File: config.mk
export PLATFORM = sky130hd
export DESIGN_NAME = cram_crc_monitor
export DESIGN_NICKNAME = d
export VERILOG_FILES = /design/src/rtl/cram_crc_pkg.sv /design/src/rtl/crc_word_engine.sv /design/src/rtl/cram_scanner.sv /design/src/rtl/ref_test_reg.sv /design/src/rtl/cram_crc_monitor.sv
export SDC_FILE = /design/constraint.sdc
export NUM_CORES = 1
export LEC_CHECK = 0
export BUFFER_PORTS_ARGS = -buffer_cell sky130_fd_sc_hd__buf_2
export CAP_MARGIN = 20
export CELL_PAD_IN_SITES_DETAIL_PLACEMENT = 1
export CELL_PAD_IN_SITES_GLOBAL_PLACEMENT = 2
export CORE_MARGIN = 1
export CORE_UTILIZATION = 28
export DETAILED_ROUTE_END_ITERATION = 6
export PLACE_DENSITY_LB_ADDON = 0.1
export REMOVE_ABC_BUFFERS = 1
export SLEW_MARGIN = 20
export SYNTH_ARGS = -nofsm -noshare
export SYNTH_HDL_FRONTEND = slang
export SYNTH_SLANG_ARGS = --single-unit
export TNS_END_PERCENT = 20
File: constraint.sdc
create_clock -name clk -period 5.8 [get_ports clk]
set_input_delay 0.87 -clock clk [delete_from_list [all_inputs] [get_ports clk]]
set_output_delay 0.87 -clock clk [all_outputs]
set_load 0.05 [all_outputs]
File: src/rtl/cram_crc_pkg.sv
// Shared constants and types for the configuration-memory CRC checker.
// Assumes a 32-bit CRC; the polynomial and seed are fixed here.
package cram_crc_pkg;
    localparam int          CRC_W    = 32;
    localparam logic [31:0] CRC_POLY = 32'h04C1_1DB7;
    localparam logic [31:0] CRC_SEED = 32'hFFFF_FFFF;

    typedef enum logic {
        PH_LOAD = 1'b0,
        PH_RUN  = 1'b1
    } phase_t;
endpackage

File: src/rtl/crc_word_engine.sv
// Combinational CRC step: folds one DATA_W-bit word into a 32-bit CRC,
// from the word's MSB down to its LSB, non-reflected.
// Assumes the caller holds the running CRC in a register.
module crc_word_engine
    import cram_crc_pkg::*;
#(
    parameter int DATA_W = 32
) (
    input  logic [CRC_W-1:0]  crc_in,
    input  logic [DATA_W-1:0] data_in,
    output logic [CRC_W-1:0]  crc_out
);
    // Bit-serial fold, unrolled over the word width.
    always_comb begin
        logic [CRC_W-1:0] c;
        logic             fb;
        c = crc_in;
        for (int i = DATA_W - 1; i >= 0; i--) begin
            fb = c[CRC_W-1] ^ data_in[i];
            c  = {c[CRC_W-2:0], 1'b0} ^ (fb ? CRC_POLY : '0);
        end
        crc_out = c;
    end
endmodule

File: src/rtl/cram_scanner.sv
// Read-address sequencer: walks 0..DEPTH-1 once per pass and wraps, while run is high.
// Holds address 0 while run is low. Assumes DEPTH >= 2.
module cram_scanner #(
    parameter int DEPTH = 16,
    parameter int AW    = $clog2(DEPTH)
) (
    input  logic          clk,
    input  logic          rst_n,
    input  logic          run,
    output logic [AW-1:0] addr,
    output logic          last
);
    localparam logic [AW-1:0] LAST_ADDR = AW'(DEPTH - 1);

    logic [AW-1:0] addr_q;

    // Address counter with a wrap at the last word.
    always_ff @(posedge clk) begin
        if (!rst_n) begin
            addr_q <= '0;
        end else if (run) begin
            addr_q <= (addr_q == LAST_ADDR) ? '0 : addr_q + 1'b1;
        end
    end

    assign addr = addr_q;
    assign last = run && (addr_q == LAST_ADDR);

    // step by one while running and not at the end
    a_r4_addr_step: assert property (@(posedge clk) disable iff (!rst_n)
        (run && addr_q != LAST_ADDR) |=> (addr_q == AW'($past(addr_q) + 1'b1)));
    // wrap to zero after the final word
    a_r4_addr_wrap: assert property (@(posedge clk) disable iff (!rst_n)
        (run && addr_q == LAST_ADDR) |=> (addr_q == '0));
    // idle at zero during the load phase
    a_r4_addr_idle: assert property (@(posedge clk) disable iff (!rst_n)
        !run |-> (addr_q == '0));
endmodule

File: src/rtl/ref_test_reg.sv
// Reference CRC holder plus a serial test data register.
// Load capture writes the reference at the end of the load phase; in the running
// phase a selected shift moves TDI in LSB-first and update copies the shift stage
// into the reference. Assumes capture and update never coincide.
module ref_test_reg
    import cram_crc_pkg::*;
(
    input  logic             clk,
    input  logic             rst_n,
    input  logic             run,
    input  logic             sel,
    input  logic             shift,
    input  logic             update,
    input  logic             tdi,
    input  logic             cap_en,
    input  logic [CRC_W-1:0] cap_val,
    output logic [CRC_W-1:0] ref_crc,
    output logic             tdo
);
    logic [CRC_W-1:0] sr_q;
    logic [CRC_W-1:0] ref_q;
    logic             shift_en;
    logic             update_en;

    assign shift_en  = run && sel && shift;
    assign update_en = run && sel && update;

    // Live reference: load capture, then test-path update.
    always_ff @(posedge clk) begin
        if (!rst_n) begin
            ref_q <= '0;
        end else if (cap_en) begin
            ref_q <= cap_val;
        end else if (update_en) begin
            ref_q <= sr_q;
        end
    end

    // Shift stage: LSB leaves on TDO, TDI enters at the MSB.
    always_ff @(posedge clk) begin
        if (!rst_n) begin
            sr_q <= '0;
        end else if (shift_en) begin
            sr_q <= {tdi, sr_q[CRC_W-1:1]};
        end
    end

    assign ref_crc = ref_q;
    assign tdo     = sr_q[0];

    // the shift stage is frozen during the load phase
    a_r10_load_sr_frozen: assert property (@(posedge clk) disable iff (!rst_n)
        !run |=> $stable(sr_q));
    // without the selecting code the shift stage cannot move
    a_r7_unselected_sr_stable: assert property (@(posedge clk) disable iff (!rst_n)
        !sel |=> $stable(sr_q));
    // an update in the running phase lands the shift stage in the reference
    a_r9_update_copies: assert property (@(posedge clk) disable iff (!rst_n)
        update_en |=> (ref_q == $past(sr_q)));
endmodule

File: src/rtl/cram_crc_monitor.sv
// Top level: configuration memory CRC checker.
// Load phase: folds the incoming load stream into a CRC and keeps it as reference.
// Running phase: rereads the memory in a loop, compares at each pass end, and
// latches a sticky error. Assumes a combinational memory read port.
module cram_crc_monitor
    import cram_crc_pkg::*;
#(
    parameter int              DATA_W = 32,
    parameter int              DEPTH  = 16,
    parameter int              IR_W   = 10,
    parameter logic [IR_W-1:0] IR_SEL = 10'b00_0001_0101
) (
    input  logic                     clk,
    input  logic                     rst_n,
    input  logic                     ld_valid,
    input  logic                     ld_last,
    input  logic [DATA_W-1:0]        ld_data,
    output logic [$clog2(DEPTH)-1:0] rd_addr,
    input  logic [DATA_W-1:0]        rd_data,
    input  logic [IR_W-1:0]          tap_ir,
    input  logic                     tap_shift,
    input  logic                     tap_update,
    input  logic                     tap_tdi,
    output logic                     tap_tdo,
    output logic                     crc_err,
    output logic                     err_od_oe
);
    localparam int AW = $clog2(DEPTH);

    phase_t           phase_q;
    logic [CRC_W-1:0] crc_q;
    logic [CRC_W-1:0] crc_next;
    logic [CRC_W-1:0] ref_crc;
    logic [DATA_W-1:0] eng_data;
    logic             running;
    logic             scan_last;
    logic             capture;
    logic             err_q;
    logic             sel;
    logic [AW-1:0]    scan_addr;

    assign running  = (phase_q == PH_RUN);
    assign capture  = !running && ld_valid && ld_last;
    assign sel      = (tap_ir == IR_SEL);
    assign eng_data = running ? rd_data : ld_data;

    crc_word_engine #(.DATA_W(DATA_W)) u_engine (
        .crc_in  (crc_q),
        .data_in (eng_data),
        .crc_out (crc_next)
    );

    cram_scanner #(.DEPTH(DEPTH), .AW(AW)) u_scan (
        .clk   (clk),
        .rst_n (rst_n),
        .run   (running),
        .addr  (scan_addr),
        .last  (scan_last)
    );

    ref_test_reg u_ref (
        .clk     (clk),
        .rst_n   (rst_n),
        .run     (running),
        .sel     (sel),
        .shift   (tap_shift),
        .update  (tap_update),
        .tdi     (tap_tdi),
        .cap_en  (capture),
        .cap_val (crc_next),
        .ref_crc (ref_crc),
        .tdo     (tap_tdo)
    );

    // Phase register: leaves the load phase on the final load word.
    always_ff @(posedge clk) begin
        if (!rst_n) begin
            phase_q <= PH_LOAD;
        end else if (capture) begin
            phase_q <= PH_RUN;
        end
    end

    // Running CRC: folds load words or read words, reseeds at each boundary.
    always_ff @(posedge clk) begin
        if (!rst_n) begin
            crc_q <= CRC_SEED;
        end else if (running) begin
            crc_q <= scan_last ? CRC_SEED : crc_next;
        end else if (ld_valid) begin
            crc_q <= ld_last ? CRC_SEED : crc_next;
        end
    end

    // Sticky error: set by a failed compare at a pass end.
    always_ff @(posedge clk) begin
        if (!rst_n) begin
            err_q <= 1'b0;
        end else if (scan_last && (crc_next != ref_crc)) begin
            err_q <= 1'b1;
        end
    end

    assign rd_addr   = scan_addr;
    assign crc_err   = err_q;
    assign err_od_oe = !err_q;

    // the error flag never clears outside reset
    a_r6_err_sticky: assert property (@(posedge clk) disable iff (!rst_n)
        err_q |=> err_q);
    // the flag rises only right after a pass-end compare
    a_r5_err_rise_at_pass_end: assert property (@(posedge clk) disable iff (!rst_n)
        $rose(err_q) |-> $past(scan_last));
    // the running phase, once entered, is kept
    a_r3_run_kept: assert property (@(posedge clk) disable iff (!rst_n)
        running |=> running);
    // line released exactly when an error is flagged
    a_r11_od_polarity: assert property (@(posedge clk) disable iff (!rst_n)
        $rose(err_q) |-> $fell(err_od_oe));
endmodule

# Word level (Yosys, flattened, before mapping)

Cells that the tools add are included.

Logic and storage cells: 125
Flip-flop bits (word level): 102
Output and inout port bits: 7
Bits of input ports: 81

Muxes and demuxes: 40
Bitwise logic cells: 64
Equal/unequal tests: 3
Reduce and logical (&&, ||, !) cells: 11
$add $sub $neg: 1

Operators with widths:

| kind                                                              | number |
|---|---|
| 32-bit XOR                                                        | 32 |
| 27-bit two-way mux                                                | 32 |
| 32-bit two-way mux                                                | 7 |
| 32-bit != test                                                    | 1 |
| 1-bit XOR                                                         | 32 |
| 10-bit by 5-bit == test with 1-bit output (second input constant) | 1 |
| 1-bit logical AND                                                 | 7 |
| 4-bit by 1-bit adder with 4-bit output (second input constant)    | 1 |
| 4-bit == test (second input constant)                             | 1 |
| 4-bit two-way mux                                                 | 1 |
| 2-bit nonzero test                                                | 2 |
| 1-bit logical NOT                                                 | 2 |

# Logic depth before layout (Yosys ltp)

Gate-level depths: netlist of the first run.

Depth after elaboration: 100
Gate-level depth with buffers: 17
Mapped depth without buffers: 12

# Cells and area by module

Synthesis of the first run repeated with hierarchy kept, for this count alone.

Cells, all modules: 793
Area total of the unflattened synthesis: 8514.4 um2

By module, submodules not included:

| module           | sequential area each (um2) | times used | cells each | area each (um2) |
|---|---|---|---|---|
| crc_word_engine  | 0.0                        | 1          | 251        | 3373.2 |
| ref_test_reg     | 1281.2                     | 1          | 321        | 2826.5 |
| cram_crc_monitor | 680.7                      | 1          | 202        | 2118.3 |
| cram_scanner     | 80.1                       | 1          | 19         | 196.4 |

# Worst setup path after synthesis of the first run

No wires, ideal clock.

Path type: input port to flip-flop
Start: input ld_data[30]
End: register err_q (netlist: crc_err)
Arrival time: 4.858 ns
Path slack: 0.816 ns
Data required time: 5.673 ns
Library setup time: 0.127 ns
Stages on the path: 13
Path buffers: 1
Path through: mux2i_4 > xor2_2 > xnor3_1 > xnor3_1 > xnor3_1 > clkbuf_1 > xnor3_1 > xnor3_1 > xnor2_1 > or4_1 > a2111oi_2 > and3_1 > a31oi_1

Word-level cells in the longest chain between the ends: 46
Elaborated cells between the ends (all ways): 72
Classes of those cells: eq/ne: 1; mux: 20; bitwise: 50; reduce/logical: 1

Ends and longest elaborated chain:

| what                         | RTL line                | text |
|---|---|---|
| start, declared              | cram_crc_monitor.sv:17  | `input logic [DATA_W-1:0] ld_data,` |
| 32-bit two-way mux (*)       | cram_crc_monitor.sv:45  | `assign eng_data = running ? rd_data : ld_data;` |
| 1-bit XOR (*)                | crc_word_engine.sv:19   | `fb = c[CRC_W-1] ^ data_in[i];` |
| 27-bit two-way mux (*)       | crc_word_engine.sv:20   | `c = {c[CRC_W-2:0], 1'b0} ^ (fb ? CRC_POLY : '0);` |
| 32-bit XOR (*) (6 in series) | crc_word_engine.sv:20   |  |
| 1-bit XOR                    | crc_word_engine.sv:19   |  |
| 27-bit two-way mux           | crc_word_engine.sv:20   |  |
| 32-bit XOR (*) (6 in series) | crc_word_engine.sv:20   |  |
| 1-bit XOR                    | crc_word_engine.sv:19   |  |
| (+15 left out)               | -                       |  |
| 1-bit XOR                    | crc_word_engine.sv:19   |  |
| 27-bit two-way mux           | crc_word_engine.sv:20   |  |
| 32-bit XOR (*) (6 in series) | crc_word_engine.sv:20   |  |
| 1-bit XOR                    | crc_word_engine.sv:19   |  |
| 27-bit two-way mux           | crc_word_engine.sv:20   |  |
| 32-bit XOR (*)               | crc_word_engine.sv:20   |  |
| 32-bit != test (*)           | cram_crc_monitor.sv:99  | `end else if (scan_last && (crc_next != ref_crc)) begin` |
| 1-bit logical AND (*)        | cram_crc_monitor.sv:99  |  |
| end signal, assigned         | cram_crc_monitor.sv:98  | `err_q <= 1'b0;` |
| end signal, assigned         | cram_crc_monitor.sv:100 | `err_q <= 1'b1;` |
| end, declared                | cram_crc_monitor.sv:38  | `logic err_q;` |

Mark *: on every way between the ends. The rest lies on a longest branch, timed or not.
A chain may end at the register's enable or synchronous reset.

# Worst setup path after layout of the first run

Start: register phase_q
End: register err_q (netlist: crc_err)

Word-level cells in the longest chain between the ends: 47
Elaborated cells between the ends (all ways): 100
Classes of those cells: eq/ne: 1; mux: 33; bitwise: 64; reduce/logical: 2

Ends and longest elaborated chain:

| what                     | RTL line               | text |
|---|---|---|
| start, declared          | cram_crc_monitor.sv:30 | `phase_t phase_q;` |
| start signal, assigned   | cram_crc_monitor.sv:78 | `phase_q <= PH_LOAD;` |
| start signal, assigned   | cram_crc_monitor.sv:80 | `phase_q <= PH_RUN;` |
| 32-bit two-way mux       | cram_crc_monitor.sv:45 |  |
| 1-bit XOR                | crc_word_engine.sv:19  |  |
| 27-bit two-way mux       | crc_word_engine.sv:20  |  |
| 32-bit XOR (6 in series) | crc_word_engine.sv:20  |  |
| 1-bit XOR                | crc_word_engine.sv:19  |  |
| 27-bit two-way mux       | crc_word_engine.sv:20  |  |
| 32-bit XOR (6 in series) | crc_word_engine.sv:20  |  |
| 1-bit XOR                | crc_word_engine.sv:19  |  |
| (+15 left out)           | -                      |  |
| 1-bit XOR                | crc_word_engine.sv:19  |  |
| 27-bit two-way mux       | crc_word_engine.sv:20  |  |
| 32-bit XOR (6 in series) | crc_word_engine.sv:20  |  |
| 1-bit XOR                | crc_word_engine.sv:19  |  |
| 27-bit two-way mux       | crc_word_engine.sv:20  |  |
| 32-bit XOR (2 in series) | crc_word_engine.sv:20  |  |
| 32-bit != test           | cram_crc_monitor.sv:99 |  |
| 1-bit logical AND (*)    | cram_crc_monitor.sv:99 |  |

Marked as above.

==> results of run 1 <==
per-layer routing:
layer  track usage [%]  routed length (um)  vias up
met5                 0                   0        -
met4             5.543                 595        0
met3             2.056                 734       19
met2             32.36               13920       80
met1             26.00               13890     3104
li1                  -                   -     2978
worst max-delay path by stage:
| stage | startpoint | end | slack, ps |
|---|---|---|---|
| finish | phase_q$_SDFFE_PN0P_ | crc_err$_SDFFE_PN0P_ | 530 |
| global route | phase_q$_SDFFE_PN0P_ | crc_err$_SDFFE_PN0P_ | 230 |
| floorplan | phase_q$_SDFFE_PN0P_ | crc_err$_SDFFE_PN0P_ | -200 |
| CTS | phase_q$_SDFFE_PN0P_ | crc_err$_SDFFE_PN0P_ | 380 |
| detailed placement | rd_data[26] | crc_err$_SDFFE_PN0P_ | 330 |
| global placement | rd_data[26] | crc_err$_SDFFE_PN0P_ | 200 |
flip-flops by register name, indices dropped and copies added (netlist names):
name and cells:
u_ref.sr_q 32, phase_q 1, u_scan.addr 4, crc_err 1, crc_q 32, u_ref.ref_crc 32
cell usage in the layout (no fill, tap or decap), drive strengths merged, types with 3 or more instances in the layout:
cell,n
a21boi,55
a21oi,4
a22oi,33
and2,16
buf,134
clkbuf,9
clkinv,3
dfxtp,102
inv,8
mux2i,37
nand2,124
nand3,4
nand4,3
nor2,6
nor2b,5
nor4,4
o21ai,16
o22ai,29
or3,3
xnor2,167
xnor3,65
xor2,70
xor3,8
area by class of cell:
class / count / area, um2
Fill cell: 3364 / 19840
Multi-Input combinational cell: 664 / 6227
Sequential cell: 102 / 2043
Timing Repair Buffer: 134 / 808.3
Tap cell: 390 / 488.0
Clock buffer: 9 / 225.2
Clock inverter: 7 / 65.06
Inverter: 5 / 18.77
cells by family (layout without fill, tap and decap cells):
kind of cell	after synthesis	after routing
AOI/OAI and AO/OA	142	142
xor gates and xnor gates	310	310
adders and majority gates	1	1
buffers and inverters	47	155
DFF	102	102
muxes	38	38
and+or+nand+nor	173	173
worst reg2reg max path, cell delays in order, from the launching register on:
cell     delay, ps
dfxtp_2        440
buf_12         220
buf_4          240
mux2i_1        290
xnor2_2        230
xnor2_1        610
xnor3_1        560
xor2_2         370
xnor2_1        300
xnor3_1        450
xnor2_1        410
xnor2_1        290
mux2i_1        210
nor4_1         290
buf_4          160
a31oi_1         80
stage by stage:
stage | cell area [um2] | setup slack [ps] | hold WS [ps] | std cells
2_1_floorplan | 8279 | -202.8 | 454.7 | 771
3_3_place_gp | 9568 | 196.9 | 477.1 | 1294
3_5_place_dp | 9583 | 331.3 | 485.2 | 1295
4_1_cts | 9873 | 382.8 | 498.8 | 1311
5_1_grt | 9876 | 225.1 | 521.4 | 1311
6_report | 9876 | 532.9 | 491.8 | 1311
==> impl_metrics.toml, run 1 <==
[clocking]
cts_tree = "built"
insertion_delay_ps = 370
post_cts_buffers = 0
clock_sink_count = 102
cts.path.max_buffers = 2
path_clk_slew_ps = 80
cts_resized = 0
clock_tree.htree_level_count = 3
cts_root_buf = "clkbuf_16"
postCtsHoldBufs = 0
numCtsBuffers = 9

[job]
maxCapViolations = 0

[setup_path]
endpoint_kind = "flop"
critical_path_arrival_ps = 5510
critPathLaunchType = "flop"
crit_top_cell = "xnor2_1"
slowest_delay_ps = 610
slowest_stage = "xnor2_1"
reg2reg_slack_ps = 530
path_cells = "buf_12, buf_4, mux2i_1, xnor2_2, xnor2_1, xnor3_1, xor2_2, xnor2_1, xnor3_1, xnor2_1, xnor2_1, mux2i_1, nor4_1, buf_4, a31oi_1"
critical_path_required_ps = 6050
r2r-start = "phase_q$_SDFFE_PN0P_"
critical_path_buf_inv_count = 3
crit_fanout = 18
worst-setup-path-type = "reg2reg"
r2r_end = "crc_err$_SDFFE_PN0P_"
path_depth = 15
cpLargestDelayFamily = "XOR/XNOR gates"
r2r_cells = 15

[hold_path]
min_to = "u_ref.sr_q[12]$_SDFFE_PN0P_"
min_path_type = "reg2reg"
hold_depth = 2
hold_start = "u_ref.sr_q[13]$_SDFFE_PN0P_"

[logic_synthesis]
post-synth-top-count-cell = "xnor2_1"
synth_top_area_cell = "dfxtp_1"
ys_ff_latch = 102
muxShareOfSynthArea_pct = 5.042
synth-edff-count = 0
ys_top_cells_by_count = "xnor2_1 (148), nand2_1 (124), dfxtp_1 (102), xnor3_1 (64), xor2_1 (62)"
synth_warnings = 0
synthSimpleGateAreaFrac_pct = 9.034
synth_area_leaders = "dfxtp_1 (24%), xnor3_1 (17%), xnor2_1 (15%)"
ys_seq_area_share_pct = 24.13
synth_compound_area_share_pct = 11.67
synth-xor-area-share_pct = 47.60
synthAdderAreaFrac_pct = 0.1479
syn_avg_cell_area_um2 = 10.41
synthCells = 813
synth_top_area_share_pct = 24.13
netlist_area_um2 = 8462
synth_top_family_by_area = "XOR/XNOR gates"
ys_types = 50
synth_async_sr_flop_share_pct = 0
synth_top_flop_cell = "dfxtp_1"

[cells_and_area]
drive_gt1_share_pct = 20.74
final_util_pct = 33.23
syn2layout_area_growth_pct = 16.71
nNetsFinal = 998
insertedDiodeCount = 0

[grt]
grt_pass1_wl_um = 43230
first_global_vias = 6560
grt_max_degree = 103
grt_use_total_pct = 19.27
antenna_found_initial = 0
grt-ovfl-total = 0

[timing]
timing_hold_violations_final = 0
drv_slew = 0
period_minus_slack_ps = 5267
skew_ps = 13.04
setup-tns-final_ps = 0
tightest_slew_ps = 1010
maxSlewHeadroom_pct = 32.66
clock.fmax_mhz = 189.9
setup_viol = 0
fin_crit_sh_pct = 90.81
rsz0062_at_grt = "false"

[place]
place_congestion = 0.8616
dp_hpwl_um = 23240
io_buffer_count = 87

[routing]
routed_via_density = 4.715
routed_wl_um = 29140
vias = 6181
post_drt_wl_per_cell_um = 22.23
drt_iter0_markers = 304
first_pass_iters = 4
drc = 0
postRouteAntennaNets = 0

[floorplan]
fp-row-count = 63
coreArea_um2 = 29720
die_area_um2 = 30920
dieHeight_um = 175.8
num_io_pins = 88
die_w_um = 175.8
start_util_pct = 28.47

[outcome]
status = "finished, final reports clean"
Power of run 1 is not shown: default switching activity piles up to over one toggle a cycle in this logic, so the estimate is an artifact.
==> inputs of run 2 (changes only) <==
clock period = 4.6 ns   (was 5.8 ns; I/O delays follow)
==> impl_metrics.toml, run 2 (synthesis gave the netlist of run 1 again) <==
[cells_and_area]
multi_input_area_um2 = 6604
final_common_cell = "buf_4"
layout_common_cells = "buf_4 (205), xnor2_1 (126), nand2_1 (123)"
syn2layout_area_growth_pct = 36.79
nNetsFinal = 1164
insertedDiodeCount = 0
ff_latch_area_um2 = 2046
fill_cells = 3318
drive_gt1_share_pct = 37.44
stdcell_count = 1477

[floorplan]
die_w_um = 175.8
fp-row-count = 63
dieHeight_um = 175.8
die_area_um2 = 30920
num_io_pins = 88
start_util_pct = 28.47
coreArea_um2 = 29720

[grt]
grt_pass1_wl_um = 46890
first_global_vias = 7243
antenna_found_initial = 1
grt_max_degree = 81
grt-ovfl-total = 0
grt_use_total_pct = 20.86

[routing]
drt_iter0_markers = 318
routed_wl_um = 31610
routed_via_density = 4.625
first_pass_iters = 4
postRouteAntennaNets = 0
post_drt_wl_per_cell_um = 21.40
drc = 0
vias = 6831

[hold_path]
hold_depth = 2
hold_start = "u_ref.sr_q[13]$_SDFFE_PN0P_"
min_to = "u_ref.sr_q[12]$_SDFFE_PN0P_"
min_path_type = "reg2reg"

[clocking]
numCtsBuffers = 9
clock_sink_count = 102
clock_tree.htree_level_count = 3
cts_tree = "built"
path_clk_slew_ps = 90
postCtsHoldBufs = 0
cts_root_buf = "clkbuf_16"
cts.path.max_buffers = 2
insertion_delay_ps = 370

[timing]
rsz0062_at_grt = "true"
clock.fmax_mhz = 217.1
setup-tns-final_ps = -7.124
tightest_slew_ps = 824.5
period_minus_slack_ps = 4607
skew_ps = 15.09
timing.final.ws_setup_ps = -7.124
fin_crit_sh_pct = 100.2
maxSlewHeadroom_pct = 45.04
timing_hold_violations_final = 0
drv_slew = 0
setup_viol = 1
hold_ws_ps = 493.7

[setup_path]
r2r_end = "crc_err$_SDFFE_PN0P_"
r2r_cells = 16
crit_fanout = 10
critPathLaunchType = "flop"
critical_path_required_ps = 4840
worst-setup-path-type = "reg2reg"
critical_path_arrival_ps = 4840
r2r-start = "phase_q$_SDFFE_PN0P_"
reg2reg_slack_ps = -7
endpoint_kind = "flop"

[place]
dpl.cell_count = 1439
dp_hpwl_um = 25630
io_buffer_count = 87
place_congestion = 0.8744
place_ws_ps = -376.8

[outcome]
violations = "setup timing"
status = "complete, but fails checks"

[job]
maxCapViolations = 0
run 2: how the worst max path moves through the flow:
| stage | start | to | slack, ps | cells past startpoint |
|---|---|---|---|---|
| after floorplan | phase_q$_SDFFE_PN0P_ | crc_err$_SDFFE_PN0P_ | -1400 | 12 |
| after global placement | ld_data[27] | crc_q[13]$_SDFFE_PN1P_ | -320 | 16 |
| after detailed placement | ld_data[30] | crc_err$_SDFFE_PN0P_ | -380 | 13 |
| after CTS | phase_q$_SDFFE_PN0P_ | crc_err$_SDFFE_PN0P_ | 6 | 15 |
| after global routing | phase_q$_SDFFE_PN0P_ | crc_err$_SDFFE_PN0P_ | -150 | 15 |
| final | phase_q$_SDFFE_PN0P_ | crc_err$_SDFFE_PN0P_ | -7 | 16 |
run 2: timing repair:
| action | 4_1_cts | 5_1_grt |
|---|---|---|
| hold endpoints to repair | 0 | 0 |
| resized for setup | 25 | 37 |
| setup buffers | 4 | 18 |
| endpoints found under the setup margin | 6 | 10 |
| pin swaps | 7 | 22 |
run 2: cell type report:
type / count / share of cell area [%]
clock buffers: 9 / 1.946
clock inverters: 7 / 0.5837
inverters: 5 / 0.1621
multi-input cells: 664 / 57.05
flip-flops and latches: 102 / 17.67
well taps: 390 / 4.216
repair buffers: 300 / 18.37
run 2: critical path, cell delays in order (launching register included):
cell and delay (ps):
dfxtp_4 370, buf_12 140, buf_12 150, mux2i_2 230, xnor2_1 140, buf_4 140
xnor3_2 450, buf_4 160, xnor2_2 150, xnor2_2 260, xnor3_2 420, xnor3_1 480
xor3_1 270, or4_4 560, a2111oi_4 260, and3_1 190, a31oi_1 80
run 2: routing by layer:
layer	part of all wire [%]	wire length (um)	vias up	global-route usage, %
li1	-	-	3292	-
met1	46	14590	3401	27.75
met2	49	15640	115	36.18
met3	2.5	793	23	1.905
met4	1.8	584	0	5.036
met5	0	0	-	0
run 2: stage by stage:
step | utilization (%) | area, um2
final | 38.95 | 11570
after global routing | 38.95 | 11570
after CTS | 37.70 | 11200
after detailed placement | 36.03 | 10710
after global placement | 36.03 | 10710
after floorplan | - | 8279
Power of run 2 is left out for the same reason.
